<file path="config.mk">
export PLATFORM = sky130hd
export DESIGN_NAME = capmatch_timer
export DESIGN_NICKNAME = d
export VERILOG_FILES = /design/src/rtl/cm_pkg.sv /design/src/rtl/cm_edge.sv /design/src/rtl/cm_count.sv /design/src/rtl/cm_match.sv /design/src/rtl/cm_capture.sv /design/src/rtl/capmatch_timer.sv
export SDC_FILE = /design/constraint.sdc
export NUM_CORES = 1
export LEC_CHECK = 0
export BUFFER_PORTS_ARGS = -buffer_cell sky130_fd_sc_hd__buf_4
export CAP_MARGIN = 25
export CORE_UTILIZATION = 55
export CTS_BUF_LIST = sky130_fd_sc_hd__clkbuf_2
export CTS_CLUSTER_DIAMETER = 40
export DETAILED_ROUTE_END_ITERATION = 6
export PLACE_DENSITY = 0.77
export SYNTH_ARGS = -nofsm -noshare
export SYNTH_HDL_FRONTEND = slang
export SYNTH_SLANG_ARGS = --single-unit
</file>
<file path="constraint.sdc">
create_clock -name clk -period 3.3 [get_ports clk]
set_clock_uncertainty 0.1 [all_clocks]
set_input_delay 0.825 -clock clk [delete_from_list [all_inputs] [get_ports clk]]
set_output_delay 0.825 -clock clk [all_outputs]
set_load 0.05 [all_outputs]
</file>
<file path="src/rtl/cm_pkg.sv">
package cm_pkg;
  localparam int AW = 4;

  localparam logic [AW-1:0] A_CTL  = 4'd0;
  localparam logic [AW-1:0] A_PRE  = 4'd1;
  localparam logic [AW-1:0] A_PCNT = 4'd2;
  localparam logic [AW-1:0] A_TCNT = 4'd3;
  localparam logic [AW-1:0] A_MCTL = 4'd4;
  localparam logic [AW-1:0] A_CCTL = 4'd5;
  localparam logic [AW-1:0] A_FLG  = 4'd6;
  localparam int            A_MR   = 8;
  localparam int            A_CAP  = 12;

  // per-channel control bit offsets (3 bits per channel)
  localparam int MC_IRQ  = 0;
  localparam int MC_RST  = 1;
  localparam int MC_STOP = 2;
  localparam int CC_RISE = 0;
  localparam int CC_FALL = 1;
  localparam int CC_IRQ  = 2;

  typedef enum logic [1:0] {
    SRC_INT  = 2'd0,
    SRC_RISE = 2'd1,
    SRC_FALL = 2'd2,
    SRC_BOTH = 2'd3
  } src_e;
endpackage

</file>
<file path="src/rtl/cm_edge.sv">
module cm_edge #(
  parameter int N = 4
) (
  input  logic         clk,
  input  logic         rst_n,
  input  logic [N-1:0] pin,
  output logic [N-1:0] rise,
  output logic [N-1:0] fall
);
  for (genvar i = 0; i < N; i++) begin : g_ch
    logic [2:0] sh_q;  // [0],[1] synchronizer, [2] previous level
    always_ff @(posedge clk or negedge rst_n) begin
      if (!rst_n) sh_q <= '0;
      else        sh_q <= {sh_q[1:0], pin[i]};
    end
    assign rise[i] =  sh_q[1] & ~sh_q[2];
    assign fall[i] = ~sh_q[1] &  sh_q[2];
  end
endmodule

</file>
<file path="src/rtl/cm_count.sv">
module cm_count #(
  parameter int W = 32
) (
  input  logic         clk,
  input  logic         rst_n,
  input  logic         clr,
  input  logic         tick,
  input  logic [W-1:0] pr,
  input  logic         do_reset,
  input  logic         do_stop,
  output logic [W-1:0] pc_q,
  output logic [W-1:0] tc_q,
  output logic         tc_inc
);
  // wrap at or past the limit, so a lowered limit cannot strand the count
  function automatic logic presc_due(input logic [W-1:0] pc, input logic [W-1:0] lim);
    return pc >= lim;
  endfunction

  function automatic logic [W-1:0] tc_next(input logic [W-1:0] tc,
                                           input logic rst, input logic stp);
    if (rst)      return '0;
    else if (stp) return tc;
    else          return tc + 1'b1;
  endfunction

  assign tc_inc = tick && presc_due(pc_q, pr);

  always_ff @(posedge clk or negedge rst_n) begin
    if (!rst_n) begin
      pc_q <= '0;
      tc_q <= '0;
    end else if (clr) begin
      pc_q <= '0;
      tc_q <= '0;
    end else if (tick) begin
      if (tc_inc) begin
        pc_q <= '0;
        tc_q <= tc_next(tc_q, do_reset, do_stop);
      end else begin
        pc_q <= pc_q + 1'b1;
      end
    end
  end

  AST_IDLE_FROZEN: assert property (@(posedge clk) disable iff (!rst_n)
    (!tick && !clr) |=> ($stable(tc_q) && $stable(pc_q)));
  AST_CLEAR_ZERO: assert property (@(posedge clk) disable iff (!rst_n)
    clr |=> (tc_q == '0 && pc_q == '0));
  AST_RESET_WINS: assert property (@(posedge clk) disable iff (!rst_n)
    (tc_inc && do_reset && !clr) |=> (tc_q == '0));
endmodule

</file>
<file path="src/rtl/cm_match.sv">
module cm_match #(
  parameter int W = 32,
  parameter int N = 4
) (
  input  logic [W-1:0]        tc,
  input  logic                tc_inc,
  input  logic [N-1:0][W-1:0] mr,
  input  logic [3*N-1:0]      mctl,
  output logic [N-1:0]        irq_set,
  output logic                do_reset,
  output logic                do_stop
);
  import cm_pkg::*;

  logic [N-1:0] hit, want_rst, want_stop;

  for (genvar i = 0; i < N; i++) begin : g_m
    assign hit[i]       = tc_inc && (tc == mr[i]);
    assign irq_set[i]   = hit[i] && mctl[3*i+MC_IRQ];
    assign want_rst[i]  = hit[i] && mctl[3*i+MC_RST];
    assign want_stop[i] = hit[i] && mctl[3*i+MC_STOP];
  end

  assign do_reset = |want_rst;
  assign do_stop  = |want_stop;
endmodule

</file>
<file path="src/rtl/cm_capture.sv">
module cm_capture #(
  parameter int W = 32,
  parameter int N = 4
) (
  input  logic                clk,
  input  logic                rst_n,
  input  logic [N-1:0]        rise,
  input  logic [N-1:0]        fall,
  input  logic [3*N-1:0]      cctl,
  input  logic [N-1:0]        excl,
  input  logic [W-1:0]        tc,
  output logic [N-1:0][W-1:0] cap_q,
  output logic [N-1:0]        irq_set
);
  import cm_pkg::*;

  logic [N-1:0] cap_evt;

  for (genvar i = 0; i < N; i++) begin : g_c
    assign cap_evt[i] = !excl[i] &&
                        ((rise[i] && cctl[3*i+CC_RISE]) || (fall[i] && cctl[3*i+CC_FALL]));
    assign irq_set[i] = cap_evt[i] && cctl[3*i+CC_IRQ];

    always_ff @(posedge clk or negedge rst_n) begin
      if (!rst_n)          cap_q[i] <= '0;
      else if (cap_evt[i]) cap_q[i] <= tc;
    end

    AST_CAP_LATCH: assert property (@(posedge clk) disable iff (!rst_n)
      cap_evt[i] |=> (cap_q[i] == $past(tc)));
  end
endmodule

</file>
<file path="src/rtl/capmatch_timer.sv">
module capmatch_timer #(
  parameter int W      = 32,
  parameter int NMATCH = 4,
  parameter int NCAP   = 4
) (
  input  logic                  clk,
  input  logic                  rst_n,
  input  logic [cm_pkg::AW-1:0] reg_addr,
  input  logic                  reg_we,
  input  logic [W-1:0]          reg_wdata,
  output logic [W-1:0]          reg_rdata,
  input  logic [NCAP-1:0]       cap_pin,
  output logic                  irq
);
  import cm_pkg::*;

  localparam int SELW = (NCAP > 1) ? $clog2(NCAP) : 1;
  localparam int NF   = NMATCH + NCAP;

  // control state
  logic            run_q, clr_q;
  src_e            src_q;
  logic [SELW-1:0] sel_q;
  logic [W-1:0]    pr_q;
  logic [3*NMATCH-1:0] mctl_q;
  logic [3*NCAP-1:0]   cctl_q;
  logic [NMATCH-1:0][W-1:0] mr_q;
  logic [NF-1:0]   flg_q;

  // named internal events
  logic wr_ctl, wr_pre, wr_mctl, wr_cctl, wr_flg;
  logic [NCAP-1:0] rise, fall, excl;
  logic evt_edge, tick, tc_inc, do_reset, do_stop;
  logic [W-1:0] pc, tc;
  logic [NCAP-1:0][W-1:0] cap;
  logic [NMATCH-1:0] m_set;
  logic [NCAP-1:0]   c_set;
  logic [NF-1:0]     f_set;

  assign wr_ctl  = reg_we && reg_addr == A_CTL;
  assign wr_pre  = reg_we && reg_addr == A_PRE;
  assign wr_mctl = reg_we && reg_addr == A_MCTL;
  assign wr_cctl = reg_we && reg_addr == A_CCTL;
  assign wr_flg  = reg_we && reg_addr == A_FLG;

  cm_edge #(.N(NCAP)) u_edge (
    .clk(clk), .rst_n(rst_n), .pin(cap_pin), .rise(rise), .fall(fall)
  );

  always_comb begin
    unique case (src_q)
      SRC_RISE: evt_edge = rise[sel_q];
      SRC_FALL: evt_edge = fall[sel_q];
      SRC_BOTH: evt_edge = rise[sel_q] | fall[sel_q];
      default:  evt_edge = 1'b1;
    endcase
  end

  assign tick = run_q && !clr_q && evt_edge;

  for (genvar i = 0; i < NCAP; i++) begin : g_excl
    assign excl[i] = (src_q != SRC_INT) && (sel_q == SELW'(i));
  end

  cm_count #(.W(W)) u_count (
    .clk(clk), .rst_n(rst_n), .clr(clr_q), .tick(tick), .pr(pr_q),
    .do_reset(do_reset), .do_stop(do_stop),
    .pc_q(pc), .tc_q(tc), .tc_inc(tc_inc)
  );

  cm_match #(.W(W), .N(NMATCH)) u_match (
    .tc(tc), .tc_inc(tc_inc), .mr(mr_q), .mctl(mctl_q),
    .irq_set(m_set), .do_reset(do_reset), .do_stop(do_stop)
  );

  cm_capture #(.W(W), .N(NCAP)) u_cap (
    .clk(clk), .rst_n(rst_n), .rise(rise), .fall(fall), .cctl(cctl_q),
    .excl(excl), .tc(tc), .cap_q(cap), .irq_set(c_set)
  );

  assign f_set = {c_set, m_set};

  always_ff @(posedge clk or negedge rst_n) begin
    if (!rst_n) begin
      run_q  <= 1'b0;
      clr_q  <= 1'b0;
      src_q  <= SRC_INT;
      sel_q  <= '0;
      pr_q   <= '0;
      mctl_q <= '0;
      cctl_q <= '0;
      flg_q  <= '0;
    end else begin
      if (wr_ctl) begin
        run_q <= reg_wdata[0];
        clr_q <= reg_wdata[1];
        src_q <= src_e'(reg_wdata[3:2]);
        sel_q <= reg_wdata[4 +: SELW];
      end else if (tc_inc && do_stop && !do_reset) begin
        run_q <= 1'b0;
      end
      if (wr_pre)  pr_q   <= reg_wdata;
      if (wr_mctl) mctl_q <= reg_wdata[3*NMATCH-1:0];
      if (wr_cctl) cctl_q <= reg_wdata[3*NCAP-1:0];
      flg_q <= (flg_q & ~(wr_flg ? reg_wdata[NF-1:0] : '0)) | f_set;
    end
  end

  for (genvar i = 0; i < NMATCH; i++) begin : g_mr
    always_ff @(posedge clk or negedge rst_n) begin
      if (!rst_n) mr_q[i] <= '0;
      else if (reg_we && reg_addr == AW'(A_MR + i)) mr_q[i] <= reg_wdata;
    end
  end

  always_comb begin
    reg_rdata = '0;
    case (reg_addr)
      A_CTL:   reg_rdata = W'({sel_q, src_q, clr_q, run_q});
      A_PRE:   reg_rdata = pr_q;
      A_PCNT:  reg_rdata = pc;
      A_TCNT:  reg_rdata = tc;
      A_MCTL:  reg_rdata = W'(mctl_q);
      A_CCTL:  reg_rdata = W'(cctl_q);
      A_FLG:   reg_rdata = W'(flg_q);
      default: reg_rdata = '0;
    endcase
    for (int i = 0; i < NMATCH; i++)
      if (reg_addr == AW'(A_MR + i)) reg_rdata = mr_q[i];
    for (int i = 0; i < NCAP; i++)
      if (reg_addr == AW'(A_CAP + i)) reg_rdata = cap[i];
  end

  assign irq = |flg_q;

  AST_STOP_HALTS: assert property (@(posedge clk) disable iff (!rst_n)
    (tc_inc && do_stop && !do_reset && !wr_ctl && !clr_q) |=>
      (!run_q && tc == $past(tc)));
  for (genvar k = 0; k < NF; k++) begin : g_fa
    AST_FLAG_CAUSE: assert property (@(posedge clk) disable iff (!rst_n)
      $rose(flg_q[k]) |-> $past(f_set[k]));
  end
endmodule

</file>
==> summary.txt <==
status -> complete, but fails checks
failing checks -> design-rule violations, negative setup slack
ANT nets after route -> 0
sequential area share after synthesis -> 48.0%
Min-Delay Path Class -> in -> async
first-pass GRT wire length -> 110 mm
CP Data Required Time -> 2370 ps
die area -> 38900 um^2
Final Util -> 71.1%
Worst Setup Path Type -> reg -> out
Multi-input gate area -> 11200 um^2
DRC errors left -> 4
fin area -> 26700 um^2
Fin. Hold Viols -> 0
largest net degree at the start of global routing -> 75
worst setup margin -> -503 ps
routed vias -> 18.8k
number of buffers created by CTS -> 104
post-DR vias/cell -> 6.24
worst rel slew slack -> 52.8%
Tot GR Track Use -> 37.9%
FF-to-FF path depth -> 11
min Tclk post-route -> 3800 ps
1st-iter DRT viols -> 2015
FF/Latch Area -> 10100 um^2
final net count -> 2503
# IOs -> 76
clk sinks -> 402
Cell Area, Synth -> 21000 um^2
Setup-failing EPs final -> 32
clk root buf -> clkbuf_2
num rows -> 71
EDFF count, synth -> 0
synth warn -> 0
Crit path arrival time -> 2880 ps
synth unique cells -> 64
Main synth FF type -> dfrtp_1
asr flop ratio synth -> 100%
RSZ-0062 raised after global routing -> yes
WL per Instance -> 24.2 um
Finished Layout Cells -> 3015
Core Box Area -> 37600 um^2
final critical-path share of the clock period -> 115%
CTS tree -> built
Worst-Skew Late Latency -> 1150 ps
Port-buffer cells -> 75
Filler cells -> 2681
layout cells sized above 1 -> 37.4%
# Max-Cap Violations -> 0
Max Freq -> 263 MHz
final WL -> 72.9 mm
GPL Wtd Cong -> 1.04
number of global-route vias before repair -> 18.5k
Lkg Pwr -> 12.1 nW
Pins Over Slew Limit -> 0
Layout area overhead -> 27.5%
hold_ws -> 128 ps
Post-DP HPWL -> 48.9 mm
Mapped Cells -> 2078
grt total ovfl -> 0
synthesized flop and latch total -> 402
CTS Buffer Depth -> 3
TNS Setup -> -8270 ps
clk slew on worst S/H paths -> 130 ps
CP Max Fanout -> 3
Initial Util -> 55.8%
mean post-synth cell area -> 10.1 um^2
Worst-Margin Slew -> 708 ps
placed instance area -> 23600 um^2
CTS HTree Levels -> 3
antenna violations before repair -> 3
cell count after placement -> 2704
CP Launch Type -> register
Die X -> 197 um
critical path endpoint category -> output pin
drt first pass iters -> 7
pwr/cell area -> 472 nW/um^2
Mapped Nets -> 2155
Vert. Die Dim -> 197 um
maximum VDD drop -> 0.338 mV
sequential cells by signal, summed over array words and instances (netlist names):
| signal | cells |
|---|---|
| cctl_q | 12 |
| clr_q | 1 |
| flg_q | 8 |
| mctl_q | 12 |
| mr_q | 128 |
| pr_q | 32 |
| run_q | 1 |
| sel_q | 2 |
| src_q | 2 |
| u_cap.cap_q | 128 |
| u_count.pc_q | 32 |
| u_count.tc_q | 32 |
| u_edge.g_ch.sh_q | 12 |
metrics by stage:
step	setup WS [ps]	total power, mW
after detailed placement	-462	8.94
after global placement	-421	8.85
after floorplan	-86.7	7.78
after global routing	-604	13.1
final	-503	12.6
after CTS	-522	12.5
per-layer routing:
metal	track usage (%)	share of wire, %	vias to the layer above
li1	-	-	8133
met1	52.2	40	9359
met2	57.1	45	1095
met3	7.70	10	214
met4	18.5	4.7	2
met5	0	0.012	-
critical path: stages, from the launching register on:
cell      delay, ps
dfrtp_2         480
a222oi_1        360
nand4_1         200
o21ai_2         140
nand4_1         190
o21ai_1         150
nand2_2          90
buf_8           150
power by group:
part           switching (mW)  total (mW)  internal, mW
Sequential              0.699        6.22          5.52
Clock                    2.18        3.36          1.18
Combinational            1.68        3.03          1.35
Total                    4.56        12.6          8.05
synthesized netlist by cell type, drive strengths merged (26+ instances only):
| cell type | n | area share (%) |
|---|---|---|
| mux2 | 221 | 12 |
| nand3 | 62 | 1.5 |
| inv | 52 | 0.93 |
| buf | 68 | 1.6 |
| a211oi | 26 | 0.93 |
| ha | 34 | 2.0 |
| o21ai | 111 | 2.7 |
| a21oi | 68 | 1.6 |
| nor2 | 93 | 1.7 |
| xnor2 | 139 | 5.8 |
| nand4 | 70 | 2.1 |
| clkbuf | 76 | 1.4 |
| nand2 | 341 | 6.1 |
| dfrtp | 402 | 48 |
| a22oi | 86 | 3.1 |
layout by cell type (no fill, tap or decap), types with 47 or more instances in the layout:
| cell | Yosys | routed |
|---|---|---|
| dfrtp_1 | 402 | 364 |
| nand4_1 | 70 | 70 |
| nor2_1 | 91 | 87 |
| mux2_2 | 187 | 187 |
| o21ai_0 | 85 | 56 |
| clkbuf_2 | 0 | 139 |
| xnor2_1 | 139 | 139 |
| inv_1 | 49 | 49 |
| a22oi_1 | 86 | 47 |
| buf_4 | 5 | 260 |
| nand2_1 | 341 | 332 |
cells by family (layout without fill, tap and decap cells):
group / count (synthesis) / after routing / share of synthesized area [%]
flip-flops: 402 / 402 / 48.0
other: 0 / 5 / 0
AO/OA/AOI/OAI: 382 / 382 / 11.9
XOR/XNOR: 156 / 156 / 6.52
buffers and inverters: 196 / 617 / 3.93
multiplexers: 242 / 242 / 13.0
AND/OR/NAND/NOR: 666 / 666 / 14.6
adder cells (fa/ha/maj): 34 / 34 / 2.03
area by class of cell:
class                      count  share of cell area [%]
multi-input combinational   1480                    41.8
sequential                   402                    37.8
timing repair buffer         386                    13.8
clock buffer                 139                    2.60
tap                          511                    2.39
inverter                      52                   0.730
clock inverter                40                   0.716
antenna                        5                  0.0468
timing repair:
action,4_1_cts,5_1_grt
buffers inserted,67,26
endpoints found under the hold margin,422,0
gates resized for setup,190,91
cloned,4,2
setup endpoints to repair,33,63
hold buffers,38,0
pin swaps,76,76
worst paths after layout:
check | startpoint | end | slack [ps]
worst max-delay path | u_count.tc_q[6] | reg_rdata[6] | -500
max in group asynchronous | rst_n | mr_q[62] | 2150
min in group clk | u_edge.g_ch[3].sh_q[0] | u_edge.g_ch[3].sh_q[1] | 260
worst min register to register | u_edge.g_ch[3].sh_q[0] | u_edge.g_ch[3].sh_q[1] | 260
worst min-delay path | rst_n | u_count.tc_q[11] | 130
worst max register to register | u_count.tc_q[6] | u_count.tc_q[25] | 90
Note: power is estimated with default switching activity, not from simulation.
